===== src/rtl/gfm_pkg.sv =====
// Shared definitions for the gate-drive timeout supervisor.
// Assumes the policy field is two bits wide and encoded as below.
package gfm_pkg;
    typedef enum logic [1:0] {
        GF_LATCH = 2'b00,
        GF_CYCLE = 2'b01,
        GF_WARN  = 2'b10,
        GF_OFF   = 2'b11
    } gf_mode_e;
endpackage


===== src/rtl/gfm_chan_timer.sv =====
// Per-channel drive timer. Registers the PWM command, restarts on any
// command edge (when arming is allowed) and flags a timeout when the
// comparator still disagrees with the command at count == limit.
// Assumes comparator and PWM inputs are already synchronous to clk.
module gfm_chan_timer #(
    parameter int TW = 8
) (
    input  logic          clk,
    input  logic          rst_n,
    input  logic          pwm_i,
    input  logic          vgs_i,
    input  logic [TW-1:0] limit_i,
    input  logic          enable_i,
    input  logic          arm_ok_i,
    output logic          det_o,
    output logic          rise_o
);
    logic          cmd_q;
    logic          run_q;
    logic [TW-1:0] cnt_q;
    logic          edge_w;
    logic          start_w;
    logic          match_w;

    assign edge_w  = pwm_i ^ cmd_q;
    assign rise_o  = pwm_i & ~cmd_q;
    assign start_w = edge_w & arm_ok_i & enable_i;
    assign match_w = (vgs_i == cmd_q);
    assign det_o   = run_q & enable_i & ~match_w & (cnt_q == limit_i);

    // Track the command level and run the timeout counter.
    always_ff @(posedge clk) begin
        if (!rst_n) begin
            cmd_q <= 1'b0;
            run_q <= 1'b0;
            cnt_q <= '0;
        end else begin
            cmd_q <= pwm_i;
            if (start_w) begin
                run_q <= 1'b1;
                cnt_q <= '0;
            end else if (run_q) begin
                if (!enable_i || match_w || (cnt_q == limit_i)) begin
                    run_q <= 1'b0;
                end else begin
                    cnt_q <= cnt_q + 1'b1;
                end
            end
        end
    end
endmodule


===== src/rtl/gfm_chan_state.sv =====
// Per-channel response state: shutdown (pull-down) flag and sticky
// gate-fault flag. A new detection always outranks a clear.
// Assumes det_i is a single-cycle pulse from the channel timer.
module gfm_chan_state
    import gfm_pkg::*;
(
    input  logic     clk,
    input  logic     rst_n,
    input  logic     det_i,
    input  logic     rise_i,
    input  gf_mode_e mode_i,
    input  logic     clr_i,
    output logic     shut_o,
    output logic     flag_o,
    output logic     arm_ok_o
);
    logic shut_q;
    logic flag_q;
    logic shut_set_w;
    logic flag_set_w;
    logic cyc_rel_w;

    assign shut_set_w = det_i & ((mode_i == GF_LATCH) | (mode_i == GF_CYCLE));
    assign flag_set_w = det_i & (mode_i != GF_OFF);
    assign cyc_rel_w  = (mode_i == GF_CYCLE) & rise_i;
    assign arm_ok_o   = ~shut_q | cyc_rel_w;
    assign shut_o     = shut_q;
    assign flag_o     = flag_q;

    // Shutdown flag: set by a protective fault, released by clear or CBC rise.
    always_ff @(posedge clk) begin
        if (!rst_n)               shut_q <= 1'b0;
        else if (shut_set_w)      shut_q <= 1'b1;
        else if (clr_i || cyc_rel_w) shut_q <= 1'b0;
    end

    // Sticky channel fault flag: set by any reported fault, released by clear.
    always_ff @(posedge clk) begin
        if (!rst_n)          flag_q <= 1'b0;
        else if (flag_set_w) flag_q <= 1'b1;
        else if (clr_i)      flag_q <= 1'b0;
    end
endmodule


===== src/rtl/gfm_status.sv =====
// Global sticky summary bits: gate-driver summary (cycle-by-cycle faults)
// and warning (warning-policy faults). Detection outranks clear.
// Assumes det_i carries single-cycle detection pulses from all channels.
module gfm_status
    import gfm_pkg::*;
#(
    parameter int NCH = 4
) (
    input  logic           clk,
    input  logic           rst_n,
    input  logic [NCH-1:0] det_i,
    input  gf_mode_e       mode_i,
    input  logic           clr_i,
    output logic           gd_o,
    output logic           warn_o
);
    logic any_w;
    logic gd_q;
    logic warn_q;

    assign any_w  = |det_i;
    assign gd_o   = gd_q;
    assign warn_o = warn_q;

    // Summary bit for cycle-by-cycle faults.
    always_ff @(posedge clk) begin
        if (!rst_n)                            gd_q <= 1'b0;
        else if (any_w && mode_i == GF_CYCLE)  gd_q <= 1'b1;
        else if (clr_i)                        gd_q <= 1'b0;
    end

    // Warning bit for report-only faults.
    always_ff @(posedge clk) begin
        if (!rst_n)                            warn_q <= 1'b0;
        else if (any_w && mode_i == GF_WARN)   warn_q <= 1'b1;
        else if (clr_i)                        warn_q <= 1'b0;
    end
endmodule


===== src/rtl/gate_fault_monitor.sv =====
// Top of the gate-drive timeout supervisor. One timer and one response
// state per channel, plus global summary bits. Gate outputs are the PWM
// commands masked by the per-channel shutdown.
// Assumes all inputs are synchronous to clk and clr_flt_i is one cycle wide.
module gate_fault_monitor
    import gfm_pkg::*;
#(
    parameter int NCH = 4,
    parameter int TW  = 8
) (
    input  logic           clk,
    input  logic           rst_n,
    input  logic [NCH-1:0] pwm_i,
    input  logic [NCH-1:0] vgs_i,
    input  logic [TW-1:0]  drive_time_i,
    input  logic [1:0]     mode_i,
    input  logic           clr_flt_i,
    output logic [NCH-1:0] gate_o,
    output logic [NCH-1:0] pulldn_o,
    output logic           flt_o,
    output logic           warn_o,
    output logic           gd_o,
    output logic [NCH-1:0] chan_flt_o
);
    gf_mode_e       mode_w;
    logic           enable_w;
    logic [NCH-1:0] det_w;
    logic [NCH-1:0] rise_w;
    logic [NCH-1:0] arm_w;
    logic [NCH-1:0] shut_w;

    assign mode_w   = gf_mode_e'(mode_i);
    assign enable_w = (mode_w != GF_OFF);

    for (genvar i = 0; i < NCH; i++) begin : g_ch
        gfm_chan_timer #(.TW(TW)) u_tmr (
            .clk      (clk),
            .rst_n    (rst_n),
            .pwm_i    (pwm_i[i]),
            .vgs_i    (vgs_i[i]),
            .limit_i  (drive_time_i),
            .enable_i (enable_w),
            .arm_ok_i (arm_w[i]),
            .det_o    (det_w[i]),
            .rise_o   (rise_w[i])
        );
        gfm_chan_state u_st (
            .clk      (clk),
            .rst_n    (rst_n),
            .det_i    (det_w[i]),
            .rise_i   (rise_w[i]),
            .mode_i   (mode_w),
            .clr_i    (clr_flt_i),
            .shut_o   (shut_w[i]),
            .flag_o   (chan_flt_o[i]),
            .arm_ok_o (arm_w[i])
        );
    end

    gfm_status #(.NCH(NCH)) u_stat (
        .clk    (clk),
        .rst_n  (rst_n),
        .det_i  (det_w),
        .mode_i (mode_w),
        .clr_i  (clr_flt_i),
        .gd_o   (gd_o),
        .warn_o (warn_o)
    );

    assign pulldn_o = shut_w;
    assign gate_o   = pwm_i & ~shut_w;
    assign flt_o    = |shut_w;
endmodule


===== config.mk =====
export PLATFORM = sky130hd
export DESIGN_NAME = gate_fault_monitor
export DESIGN_NICKNAME = d
export VERILOG_FILES = /design/src/rtl/gfm_pkg.sv /design/src/rtl/gfm_chan_timer.sv /design/src/rtl/gfm_chan_state.sv /design/src/rtl/gfm_status.sv /design/src/rtl/gate_fault_monitor.sv
export SDC_FILE = /design/constraint.sdc
export NUM_CORES = 1
export LEC_CHECK = 0
export ABC_AREA = 1
export BUFFER_PORTS_ARGS = -buffer_cell sky130_fd_sc_hd__buf_2
export CORE_UTILIZATION = 40
export CTS_CLUSTER_DIAMETER = 120
export DETAILED_ROUTE_END_ITERATION = 10
export HOLD_SLACK_MARGIN = 0.03
export PLACE_DENSITY_LB_ADDON = 0.15
export SYNTH_ARGS = -nofsm -noshare
export SYNTH_HDL_FRONTEND = slang
export SYNTH_SLANG_ARGS = --single-unit

===== constraint.sdc =====
create_clock -name clk -period 1.25 [get_ports clk]
set_clock_uncertainty 0.05 [all_clocks]
set_input_delay 0.1875 -clock clk [delete_from_list [all_inputs] [get_ports clk]]
set_output_delay 0.1875 -clock clk [all_outputs]
set_load 0.005 [all_outputs]

# After elaboration in Yosys (flattened, before gate mapping)
# Index checks and enable logic that the tools add are counted.
# W data, S select, Z words.
[classes]
add_sub_neg = 4
n_eq_ne = 11
mux = 27
bitwise_logic = 64
reduce_logical = 36
[op_table]
columns = ["op", "n"]
rows = [
  ["$and A1 B1 Y1", 36],
  ["$add A8 B1 Y8 const B", 4],
  ["$eq A8 B8 Y1", 4],
  ["$mux W1", 27],
  ["$reduce_bool A2 Y1", 10],
  ["$not A1 Y1", 17],
  ["$logic_or A1 B1 Y1", 12],
  ["$reduce_and A2 Y1", 4],
  ["$reduce_or A2 Y1", 4],
  ["$reduce_or A4 Y1", 2],
  ["$or A1 B1 Y1", 5],
  ["$and A4 B4 Y4", 1],
  ["$eq A1 B1 Y1", 4],
  ["$not A4 Y4", 1],
  ["$xor A1 B1 Y1", 4],
  ["$eq A2 B1 Y1 const B", 1],
  ["$eq A2 B2 Y1 const B", 1],
  ["$logic_and A1 B1 Y1", 2],
  ["$logic_not A2 Y1", 1],
  ["$ne A2 B2 Y1 const B", 1],
  ["$logic_not A1 Y1", 1],
]
[totals]
register_bits = 50
input_bits = 21
out_inout_bits = 15

# Depth between registers and ports, before layout
# Gate-level depths: netlist (run 1).
[logic_depth]
depth_word = 7
ltp_mapped = 12
depth_no_buf = 11

# Hierarchy
# From an unflattened synthesis (run 1), not the netlist that was laid out.
[hier_totals]
hier_cells = 497
hier_area_um2 = 3261.9
[by_module_without_submodules]
columns = ["mod", "n_inst", "cells_per_inst", "area_each_um2", "seq_area_each_um2"]
rows = [
  ["gfm_chan_timer", 4, 103, 675.6, 200.2],
  ["gfm_chan_state", 4, 14, 103.8, 40.0],
  ["gfm_status", 1, 17, 98.8, 40.0],
  ["gate_fault_monitor", 1, 12, 45.0, 0.0],
]

# Worst setup path after synthesis (run 1)
# Ideal clock, no wire load.
[synth_path]
kind = "reg2reg"
start = "reg g_ch[0].u_tmr.cnt_q[0]"
end = "reg g_ch[0].u_tmr.cnt_q[6]"
setup_time_ps = 121
arrival_ps = 1141
required_time_ps = 1079
path_slack_ps = -62
stages_incl_launch_ff = 7
path_buffers = 0
period_less_slack_ps = 1312
cell_sequence = "dfxtp_1 ha_1 inv_1 nor3_1 nand2_1 o21ai_0 a21oi_1"
[synth_via]
elab_chain_cells = 4
elab_cells_between_ends = 5
[synth_lines]
columns = ["element", "line_no", "text"]
rows = [
  ["from (decl)", "gfm_chan_timer.sv:20", "logic [TW-1:0] cnt_q;"],
  ["from (signal assigned)", "gfm_chan_timer.sv:46", "cnt_q <= cnt_q + 1'b1;"],
  ["branches (longest 4 deep; another with $add A8 B1 Y8)", "-", ""],
]
# Parallel ways; which one is timed is not known.
# A chain may end at the register's enable or synchronous reset.

# Worst setup path in the final report (run 1)
[layout_path]
start = "reg g_ch[1].u_st.shut_q"
end = "out flt_o"
[layout_via]
elab_chain_cells = 1
[layout_lines]
columns = ["element", "line_no", "text"]
rows = [
  ["from (decl)", "gfm_chan_state.sv:17", "logic shut_q;"],
  ["from (signal assigned)", "gfm_chan_state.sv:32", "if (!rst_n) shut_q <= 1'b0;"],
  ["from (signal assigned)", "gfm_chan_state.sv:33", "else if (shut_set_w) shut_q <= 1'b1;"],
  ["from (signal assigned)", "gfm_chan_state.sv:34", "else if (clr_i || cyc_rel_w) shut_q <= 1'b0;"],
  ["$reduce_or A4 Y1", "gate_fault_monitor.sv:72", "assign flt_o = |shut_w;"],
  ["to (decl)", "gate_fault_monitor.sv:20", "output logic flt_o,"],
]
# No other way between the ends.

==> results of run 1 <==
-- cell type report --
cell class,instances,area (um^2)
flip-flops and latches,50,1059
fillers,572,2330
inverters,56,235.2
clock buffers,5,68.82
well taps,96,120.1
multi-input cells,302,2243
clock inverters,3,45.04
repair buffers,116,843.3
-- routing by layer --
layer  wire length (um)  up-vias
met2               4240       59
met4                169        0
met3                309       14
met5                  0        -
li1                   -     1553
met1               3908     1384
-- cell families (layout without fill, tap and decap cells) --
group                      count (synthesis)  count (layout)  share of synthesized area [%]
xor gates and xnor gates                  33              33                          9.809
AOI/OAI and AO/OA                         57              57                          10.66
DFF                                       50              50                          33.97
and+or+nand+nor                          200             204                          31.51
adders and majority gates                  8               8                          3.397
buffers and inverters                     71             180                          10.66
-- power by group --
part / switching, W / leakage (nW) / internal [W]
sequential: 0.0000175 / 0.422 / 0.00161
combinational: 0.000379 / 1.51 / 0.000283
clock: 0.000598 / 0.0504 / 0.000596
total: 0.000995 / 1.98 / 0.00249
-- registers in the layout, indices dropped and copies added, names as in the netlist --
name,count
u_stat.gd_o,1
g_ch.u_tmr.cmd_q,4
g_ch.u_tmr.run_q,4
g_ch.u_st.shut_o,4
g_ch.u_st.flag_o,4
g_ch.u_tmr.cnt_q,32
u_stat.warn_o,1
-- Yosys cell counts --
master	count
buf_2	4
buf_4	8
nand4_1	9
nor2_1	29
buf_6	1
xor2_1	3
nor3b_2	3
o21ai_1	8
nand3b_1	7
nand2_1	105
o21ai_0	9
inv_6	1
and3_1	1
clkbuf_1	2
a21oi_2	5
a21oi_1	31
or4_1	1
ha_1	8
nor2_2	7
o21a_1	3
dfxtp_1	50
xnor2_1	30
nand2_2	8
inv_2	7
nand3_1	20
nor3_1	5
nand2_4	3
o21bai_1	1
or2_1	2
inv_1	48
-- how the worst max path moves through the flow --
stage                                                     end  slack [ns]                                start  cells past startpoint
after floorplan           g_ch[3].u_tmr.cnt_q[4]$_SDFFE_PP0P_       -0.01  g_ch[3].u_tmr.cnt_q[7]$_SDFFE_PP0P_                      8
after global placement    g_ch[3].u_tmr.cnt_q[1]$_SDFFE_PP0P_       -0.18                      drive_time_i[4]                     11
after detailed placement  g_ch[3].u_tmr.cnt_q[5]$_SDFFE_PP0P_       -0.21                      drive_time_i[4]                     12
after CTS                                               flt_o       -0.27     g_ch[0].u_st.shut_o$_SDFFE_PN0P_                      2
after global routing                                    flt_o       -0.29     g_ch[0].u_st.shut_o$_SDFFE_PN0P_                      2
final                                                   flt_o       -0.27     g_ch[1].u_st.shut_o$_SDFFE_PN0P_                      2
-- critical path: stages, from the launching register on --
cell	delay [ns]
dfxtp_2	0.34
or4_1	0.49
buf_2	0.14
-- stage by stage --
stage / instance area, um^2 / total power, W / utilization [%]
finish: 4614 / 0.003481 / 66.45
global route: 4614 / 0.003611 / 66.45
CTS: 4293 / 0.003407 / 61.82
detailed placement: 3649 / 0.002120 / 52.54
global placement: 3649 / 0.002115 / 52.54
floorplan: 2979 / 0.001939 / -
-- repair_timing --
item / 4_1_cts / 5_1_grt
gates cloned: 4 / 0
endpoints found under the setup margin: 43 / 48
hold endpoints to repair: 0 / 0
buffers inserted: 12 / 7
gates resized for setup: 118 / 73
pin swaps: 50 / 50
==> out/summary.txt, run 1 <==
Peak VDD IR -> 0.0003866 V
Worst Reg-to-Reg Cells -> 9
Initial DRC Count -> 176
Worst Tran Pin Value -> 0.5514 ns
final net count -> 560
CTS sink count -> 50
cts bufs inserted -> 5
fmax -> 659.7 MHz
clock-pin slew on the worst setup and hold paths -> 0.10 ns
worst reg-to-reg setup slack -> -0.17 ns
most common cell after layout, fill and taps aside -> nand2_1
Min Hold Slack -> 0.04289 ns
Final Hold Fails -> 0
CP Data Required Time -> 1.01 ns
worst hold path class -> input pin to flip-flop
Yosys reg bits -> 50
max_cap viols -> 0
M3 GR Usage -> 2.922%
layout cell share with drive strength beyond 1 -> 56.95%
crit path capture type -> output port
reg2reg start -> g_ch[0].u_tmr.cnt_q[0]$_SDFFE_PP0P_
Synth Area per Inst -> 7.032 um^2
CP Launch Type -> flip-flop
Post-Syn Instances -> 419
HPWL after detailed placement -> 5549 um
vias per cell -> 4.793
global routing's busiest layer -> met2
max-slew violation count -> 0
share of the synthesized area in the top cell type -> 33.97%
Tmin final -> 1.516 ns
die width -> 87.83 um
final period utilization -> 121.3%
first-pass GRT wire length -> 13200 um
drt drc -> 0
pre-CTS setup slack -> -0.2084 ns
Hold Startpoint -> pwm_i[1]
Worst-Skew Late Latency -> 0.31 ns
initial antenna violation count -> 0
Root Driver -> clkbuf_8
WL per Instance -> 13.74 um
vias in the first global route -> 2773
Die Y -> 87.83 um
worst hold path cell count -> 3
Inst Count DP -> 598
Post-Layout Cell Count -> 628
setup_tns -> -3.820 ns
cell taking the most area after synthesis -> dfxtp_1
H-tree lvl count -> 2
sequential element share of the synthesized area -> 33.97%
largest net degree at the start of global routing -> 17
global route overflow -> 0
Pleak -> 1.980 nW
number of antenna diodes -> 0
site row count -> 30
# setup viols final -> 41
Worst R2R End -> g_ch[0].u_tmr.cnt_q[5]$_SDFFE_PP0P_
TritonCTS clock tree -> yes
Core Area -> 6944 um^2
Synthesized Nets -> 448
DRT Wirelength -> 8628 um
vias -> 3010
cts hold-fix bufs -> 0
input/output buffers -> 35
synthesized area -> 2947 um^2
Initial Utilization -> 42.43%
Slew headroom -> 63.20%
failing checks -> negative setup slack
GRT Util Overall -> 22.41%
critical path class -> flip-flop to output port
Worst Path Max Fanout -> 2
Cell variety after synth -> 30
fin worst setup slack -> -0.2659 ns
Die ar. -> 7713 um^2
power per cell area -> 754.4 nW/um^2
warning count from the yosys run -> 0
drt first pass iters -> 4
Max Buffers Root-to-Sink -> 2
GR Util met1 -> 29.46%
most frequent cells in the layout -> nand2_1, buf_4, inv_1
Syn-to-layout area delta -> 56.60%
I/O Pins -> 36
RSZ-0062 raised after global routing -> true
routing usage on met2 -> 38.48%
Worst EP arrival -> 1.28 ns
Hold EP -> g_ch[1].u_tmr.cmd_q$_SDFF_PN0_
result of the run -> complete, but fails checks
Synth area leaders -> dfxtp_1, nand2_1, xnor2_1
Placer Congestion -> 0.8844
Final ANT Viol Nets -> 0
Note: power is estimated with default switching activity, not from simulation.
==> run 2: changes to the inputs <==
--- a/config.mk
+++ b/config.mk
@@ -14,4 +14,5 @@
 export PLACE_DENSITY_LB_ADDON = 0.15
 export SYNTH_ARGS = -nofsm -noshare
 export SYNTH_HDL_FRONTEND = slang
+export SYNTH_HIERARCHICAL = 1
 export SYNTH_SLANG_ARGS = --single-unit
==> constraint.sdc (replaced) <==
create_clock -name clk -period 1.25 [get_ports clk]
set_clock_uncertainty 0.05 [all_clocks]
set_input_delay 0.1875 -clock clk [delete_from_list [all_inputs] [get_ports clk]]
set_output_delay 0.1875 -clock clk [all_outputs]
set_load 0.02 [all_outputs]
==> run 2 against run 1 <==
  * The run still ends with negative setup slack left
  * Final cell count increased by 20%
  * Worst setup slack improved by 0.071 ns
  * Register-to-register slack got worse by 0.02 ns
  * Combinational power decreased by 0.9%
  * Largest cell class unchanged
  * Largest power group unchanged
==> out/summary.txt, run 2 <==
register share of total power -> 49.0%
Yosys reg bits -> 50
setup_tns -> -3.824 ns
cell taking the most area after synthesis -> dfxtp_1
Worst Path Max Fanout -> 6
synthesized area -> 3262 um^2
cts hold-fix bufs -> 0
crit path capture type -> flip-flop
sequential element share of the synthesized area -> 30.69%
Filler cells -> 647
initial antenna violation count -> 0
result of the run -> complete, but fails checks
worst hold path class -> input pin to flip-flop
Die ar. -> 8520 um^2
final net count -> 678
Initial DRC Count -> 107
most common cell in the netlist -> nand2_1
HPWL after detailed placement -> 6630 um
WL per Instance -> 13.24 um
ys async rst share -> 0%
Clk pwr share -> 31.1%
max_cap viols -> 0
crit path cell chain -> inv_4 > nand2_2 > nand2_2 > nand2_2 > nor2_4 > nand2_4 > nor2_4 > nor2_2 > nand2_1 > nand2_1 > a21oi_1
combinational share of power -> 19.9%
DRT Wirelength -> 9956 um
Worst-Skew Late Latency -> 0.31 ns
Cell variety after synth -> 20
Min Hold Slack -> 0.1357 ns
CP Data Required Time -> 1.44 ns
vias per cell -> 4.834
ys flop type -> dfxtp_1
top post-synthesis cells by count -> nand2_1, inv_1, dfxtp_1, nand3_1, a21oi_1
max reg flops -> 32
Initial Utilization -> 41.78%
delay-heaviest family, CP -> simple AND/OR/NAND/NOR gates
Worst EP arrival -> 1.63 ns
RSZ-0062 raised after global routing -> true
final period utilization -> 115.6%
largest register by flop count -> g_ch.u_tmr/cnt_q
pre-CTS setup slack -> -0.2394 ns
Slew headroom -> 77.20%
site row count -> 32
clock-pin slew on the worst setup and hold paths -> 0.10 ns
Tmin final -> 1.445 ns
failing checks -> negative setup slack
CP Launch Type -> flip-flop
Peak VDD IR -> 0.0004013 V
drt first pass iters -> 5
CP max-delay cell -> dfxtp_4
Root Driver -> clkbuf_8
I/O Pins -> 36
Final Hold Fails -> 0
most common cell after layout, fill and taps aside -> nand2_1
crit-path max cell delay -> 0.38 ns
Max Buffers Root-to-Sink -> 2
layout cell share with drive strength beyond 1 -> 54.15%
Synth area leaders -> dfxtp_1, nand2_1, inv_1
warning count from the yosys run -> 6
Buf+Inv Stages, Crit Path -> 1
most frequent cells in the layout -> nand2_1, buf_4, inv_1
# setup viols final -> 44
Worst Tran Pin Value -> 0.3412 ns
vias -> 3635
power per cell area -> 613.9 nW/um^2
largest net degree at the start of global routing -> 15
TritonCTS clock tree -> yes
most used cell along the critical path -> nand2_2
critical path class -> flip-flop to flip-flop
fin worst setup slack -> -0.1949 ns
GRT Util Overall -> 22.43%
sw frac -> 29.22%
share of the synthesized area in the top cell type -> 30.69%
Post-Route Utilization -> 68.72%
first-pass GRT wire length -> 15300 um
CTS sink count -> 50
Pleak -> 2.367 nW
Final ANT Viol Nets -> 0
drt drc -> 0
die width -> 92.31 um
fmax -> 692.1 MHz
number of flops mapped to enable cells by yosys -> 0
Die Y -> 92.31 um
Synth Area per Inst -> 6.563 um^2
cts bufs inserted -> 5
Psw -> 0.0009623 W
max-slew violation count -> 0
vias in the first global route -> 3330
input/output buffers -> 35
Power Internal -> 0.002331 W
Placer Congestion -> 0.8401
Core Area -> 7807 um^2
Synthesized Nets -> 526
final instance area -> 5365 um^2
H-tree lvl count -> 2
global route overflow -> 0
Post-Syn Instances -> 497
Syn-to-layout area delta -> 64.48%
number of antenna diodes -> 0
placed inst area -> 4218 um^2
==> run 2: changes by cell type after synthesis, sizes merged, moves of 5 or more <==
cell   previous run  this run
nand2           116       183
buf              13         4
nand4             9         4
xor2              3        16
nor2             36        30
nand3            20        48
o21ai            17         0
a21oi            36        46
nor3              5         0
xnor2            30        16
inv              56        76
==> run 2: area by class of cell <==
type	instances	area, um^2	share of cell area [%]
Clock buffer	7	86.33	1.609
Clock inverter	1	5.005	0.09328
Inverter	80	305.3	5.690
Multi-Input combinational cell	365	2556	47.64
Sequential cell	50	1069	19.92
Tap cell	102	127.6	2.379
Timing Repair Buffer	147	1216	22.67
==> run 2: logic make-up (layout without fill, tap and decap cells) <==
group | count (synthesis) | in the layout | synth area share (%)
buf+inv | 84 | 235 | 10.59
xor+xnor | 32 | 32 | 8.592
compound gates | 54 | 54 | 9.820
simple gates | 269 | 271 | 37.25
flops | 50 | 50 | 30.69
fa+ha+maj | 8 | 8 | 3.069
==> run 2: layer usage <==
| layer | up-vias | global-route usage, % | wire length [um] |
|---|---|---|---|
| li1 | 1862 | - | - |
| met1 | 1686 | 27.34 | 4203 |
| met2 | 72 | 39.57 | 5210 |
| met3 | 15 | 4.433 | 342 |
| met4 | 0 | 6.771 | 200 |
| met5 | - | 0 | 0 |
==> run 2: timing repair <==
item                                    4_1_cts  5_1_grt
endpoints found under the setup margin       48       51
endpoints found under the hold margin         0        0
gates resized for setup                      99      126
gates cloned                                  3        0
buffers inserted                             12       15
pin swaps                                    41       60
==> run 2: final timing paths <==
kind                            cells after the start  slack, ns                           startpoint                          endpoint
worst min-delay path                                4       0.14                             pwm_i[1]    g_ch[1].u_tmr/cmd_q$_SDFF_PN0_
worst min register to register                      2       0.41     g_ch[0].u_st/flag_o$_SDFFE_PN0P_  g_ch[0].u_st/flag_o$_SDFFE_PN0P_
worst max register to register                     11      -0.19  g_ch[3].u_tmr/cnt_q[7]$_SDFFE_PP0P_        u_stat/warn_o$_SDFFE_PN0P_
worst max-delay path                               11      -0.19  g_ch[3].u_tmr/cnt_q[7]$_SDFFE_PP0P_        u_stat/warn_o$_SDFFE_PN0P_
==> run 2: worst min-delay path: cells and delay by family <==
kind          cells  cell delay (ns)
buf+inv           3             0.24
simple gates      1             0.04
==> run 2: power groups by stage <==
stage	combinational (W)	sequential (W)	clock (W)
2_1_floorplan	0.000245	0.00167	0
3_3_place_gp	0.000507	0.00167	0
3_5_place_dp	0.000513	0.00167	0
4_1_cts	0.000564	0.00162	0.00106
5_1_grt	0.000715	0.00162	0.00113
6_report	0.000656	0.00161	0.00103
==> run 2: per-stage QoR <==
stage / power [W] / cells
floorplan: 0.001911 / 497
global placement: 0.002172 / 715
detailed placement: 0.002179 / 715
CTS: 0.003241 / 737
global route: 0.003460 / 752
finish: 0.003294 / 752
==> run 3: changes to the inputs <==
--- a/config.mk
+++ b/config.mk
@@ -7,7 +7,7 @@
 export LEC_CHECK = 0
 export ABC_AREA = 1
 export BUFFER_PORTS_ARGS = -buffer_cell sky130_fd_sc_hd__buf_2
-export CORE_UTILIZATION = 40
+export CORE_UTILIZATION = 55
 export CTS_CLUSTER_DIAMETER = 120
 export DETAILED_ROUTE_END_ITERATION = 10
 export HOLD_SLACK_MARGIN = 0.03
==> constraint.sdc (replaced) <==
create_clock -name clk -period 1.6 [get_ports clk]
set_clock_uncertainty 0.05 [all_clocks]
set_input_delay 0.24 -clock clk [delete_from_list [all_inputs] [get_ports clk]]
set_output_delay 0.24 -clock clk [all_outputs]
set_load 0.02 [all_outputs]
==> run 3 against run 2 <==
  * The run now ends clean
  * Routed wire length is 24% lower
  * First-iteration DRC count is 79% higher
  * Worst hold slack worse by 0.033 ns
  * Die area is 27% lower
  * Maximum frequency is 0.95% lower
  * Sequential cell count stayed put
  * Via count is 11% lower
  * Combinational power is 50% lower
  * Final area is 30% lower
  * Total power is 28% lower
  * Critical endpoint is now u_stat/gd_o$_SDFFE_PN0P_
==> out/summary.txt, run 3 (synthesized netlist as in run 2, its figures left out) <==
result of the run -> complete, no violations
FF+latch area -> 1003 um^2
initial antenna violation count -> 0
register share of total power -> 53.4%
Root Driver -> clkbuf_8
layout cell share with drive strength beyond 1 -> 19.13%
Power Internal -> 0.001720 W
Tot Pwr -> 0.002388 W
Slew headroom -> 77.31%
first-pass GRT wire length -> 13280 um
HPWL after detailed placement -> 5683 um
Tmin final -> 1.459 ns
drt drc -> 0
clock-pin slew on the worst setup and hold paths -> 0.10 ns
site row count -> 27
CP Data Required Time -> 1.79 ns
Max Buffers Root-to-Sink -> 2
crit path capture type -> flip-flop
largest net degree at the start of global routing -> 18
Pleak -> 1.717 nW
Clk pwr share -> 33.0%
Syn-to-layout area delta -> 14.88%
Die Y -> 79.01 um
Placer Congestion -> 0.8309
setup_tns -> 0 ns
Final ANT Viol Nets -> 0
input/output buffers -> 35
Final Hold Fails -> 0
global route overflow -> 0
final period utilization -> 91.17%
CP Launch Type -> flip-flop
H-tree lvl count -> 2
max reg flops -> 32
Peak VDD IR -> 0.0005759 V
Initial DRC Count -> 192
Worst Tran Pin Value -> 0.3403 ns
DRT Wirelength -> 7613 um
Worst-Skew Late Latency -> 0.30 ns
I/O Pins -> 36
final net count -> 582
final instance area -> 3747 um^2
most common cell after layout, fill and taps aside -> nand2_1
drt first pass iters -> 4
# setup viols final -> 0
number of antenna diodes -> 0
Core Area -> 5608 um^2
Worst Path Max Fanout -> 5
GRT Util Overall -> 26.71%
WL per Instance -> 12.16 um
fmax -> 685.5 MHz
power per cell area -> 637.2 nW/um^2
critical path class -> flip-flop to flip-flop
Die ar. -> 6243 um^2
vias in the first global route -> 3035
die width -> 79.01 um
cts bufs inserted -> 5
RSZ-0062 raised after global routing -> false
Post-CTS Setup Repair Bufs -> 0
largest register by flop count -> g_ch.u_tmr/cnt_q
TritonCTS clock tree -> yes
vias -> 3227
Multi-input gate area -> 1948 um^2
max_cap viols -> 0
placed inst area -> 3617 um^2
Initial Utilization -> 58.17%
worst hold path class -> input pin to flip-flop
max-slew violation count -> 0
CTS sink count -> 50
most frequent cells in the layout -> nand2_1, inv_1, dfxtp_1
sw frac -> 27.96%
Worst EP arrival -> 1.65 ns
combinational share of power -> 13.6%
Psw -> 0.0006676 W
vias per cell -> 5.155
Filler cells -> 524
[run 3: changes by cell type in the layout (fill, tap and decap cells not counted), sizes merged]
cell	before	now
buf	147	53
clkbuf	7	6
clkinvlp	0	1
nand2	185	183
[run 3: area by class of cell]
type	instances	share of cell area (%)
inverters	80	8.013
repair buffers	53	8.280
clock inverters	2	0.3339
multi-input cells	363	51.99
clock buffers	6	2.204
well taps	72	2.404
flip-flops and latches	50	26.78
[run 3: routing by layer]
| metal | wire length [um] | GRT usage [%] | up-vias |
|---|---|---|---|
| met5 | 0 | 0 | - |
| met2 | 3509 | 45.78 | 98 |
| met4 | 105 | 6.909 | 0 |
| li1 | - | - | 1659 |
| met1 | 3586 | 34.85 | 1462 |
| met3 | 412 | 4.023 | 8 |
[run 3: metrics by stage]
| step | util [%] | worst slack [ns] | cells | hold WS (ns) |
|---|---|---|---|---|
| finish | 66.82 | 0.1412 | 626 | 0.1024 |
| floorplan | - | 0.1456 | 497 | 0.2835 |
| detailed placement | 64.50 | -0.001024 | 618 | 0.4075 |
| global placement | 64.50 | 0.08240 | 618 | 0.4065 |
| CTS | 66.20 | 0.03968 | 626 | 0.09629 |
| global route | 66.82 | 0.002387 | 626 | 0.1039 |
[run 3: final timing paths]
check	to	slack, ns	depth (start not counted)	startpoint
setup / recovery	u_stat/gd_o$_SDFFE_PN0P_	0.14	11	g_ch[0].u_tmr/cnt_q[5]$_SDFFE_PP0P_
hold / removal	g_ch[0].u_tmr/cmd_q$_SDFF_PN0_	0.10	3	pwm_i[0]
setup reg to reg	u_stat/gd_o$_SDFFE_PN0P_	0.14	11	g_ch[0].u_tmr/cnt_q[5]$_SDFFE_PP0P_
hold reg to reg	g_ch[0].u_st/flag_o$_SDFFE_PN0P_	0.43	2	g_ch[0].u_st/flag_o$_SDFFE_PN0P_
[run 3: critical path: stages, from the launching register on]
cell and delay, ns:
dfxtp_1 0.36, inv_1 0.10, nand2_1 0.06, nand2_1 0.05, nand2_1 0.09, nor2_4 0.15
nand2_4 0.09, nor2_4 0.14, nor2_1 0.05, nand2_1 0.07, nand2_1 0.05, a21oi_1 0.11
[run 3: power by group through the flow]
stage	clock, W	combinational (W)	sequential (W)
global placement	0	0.000309	0.00130
finish	0.000787	0.000325	0.00128
global route	0.000850	0.000363	0.00128
CTS	0.000805	0.000319	0.00127
floorplan	0	0.000190	0.00130
detailed placement	0	0.000318	0.00130
[run 3: timing repair]
action | in CTS | in global routing
setup endpoints to repair | 0 | 5
hold buffers | 0 | 0
gates resized for setup | 0 | 10
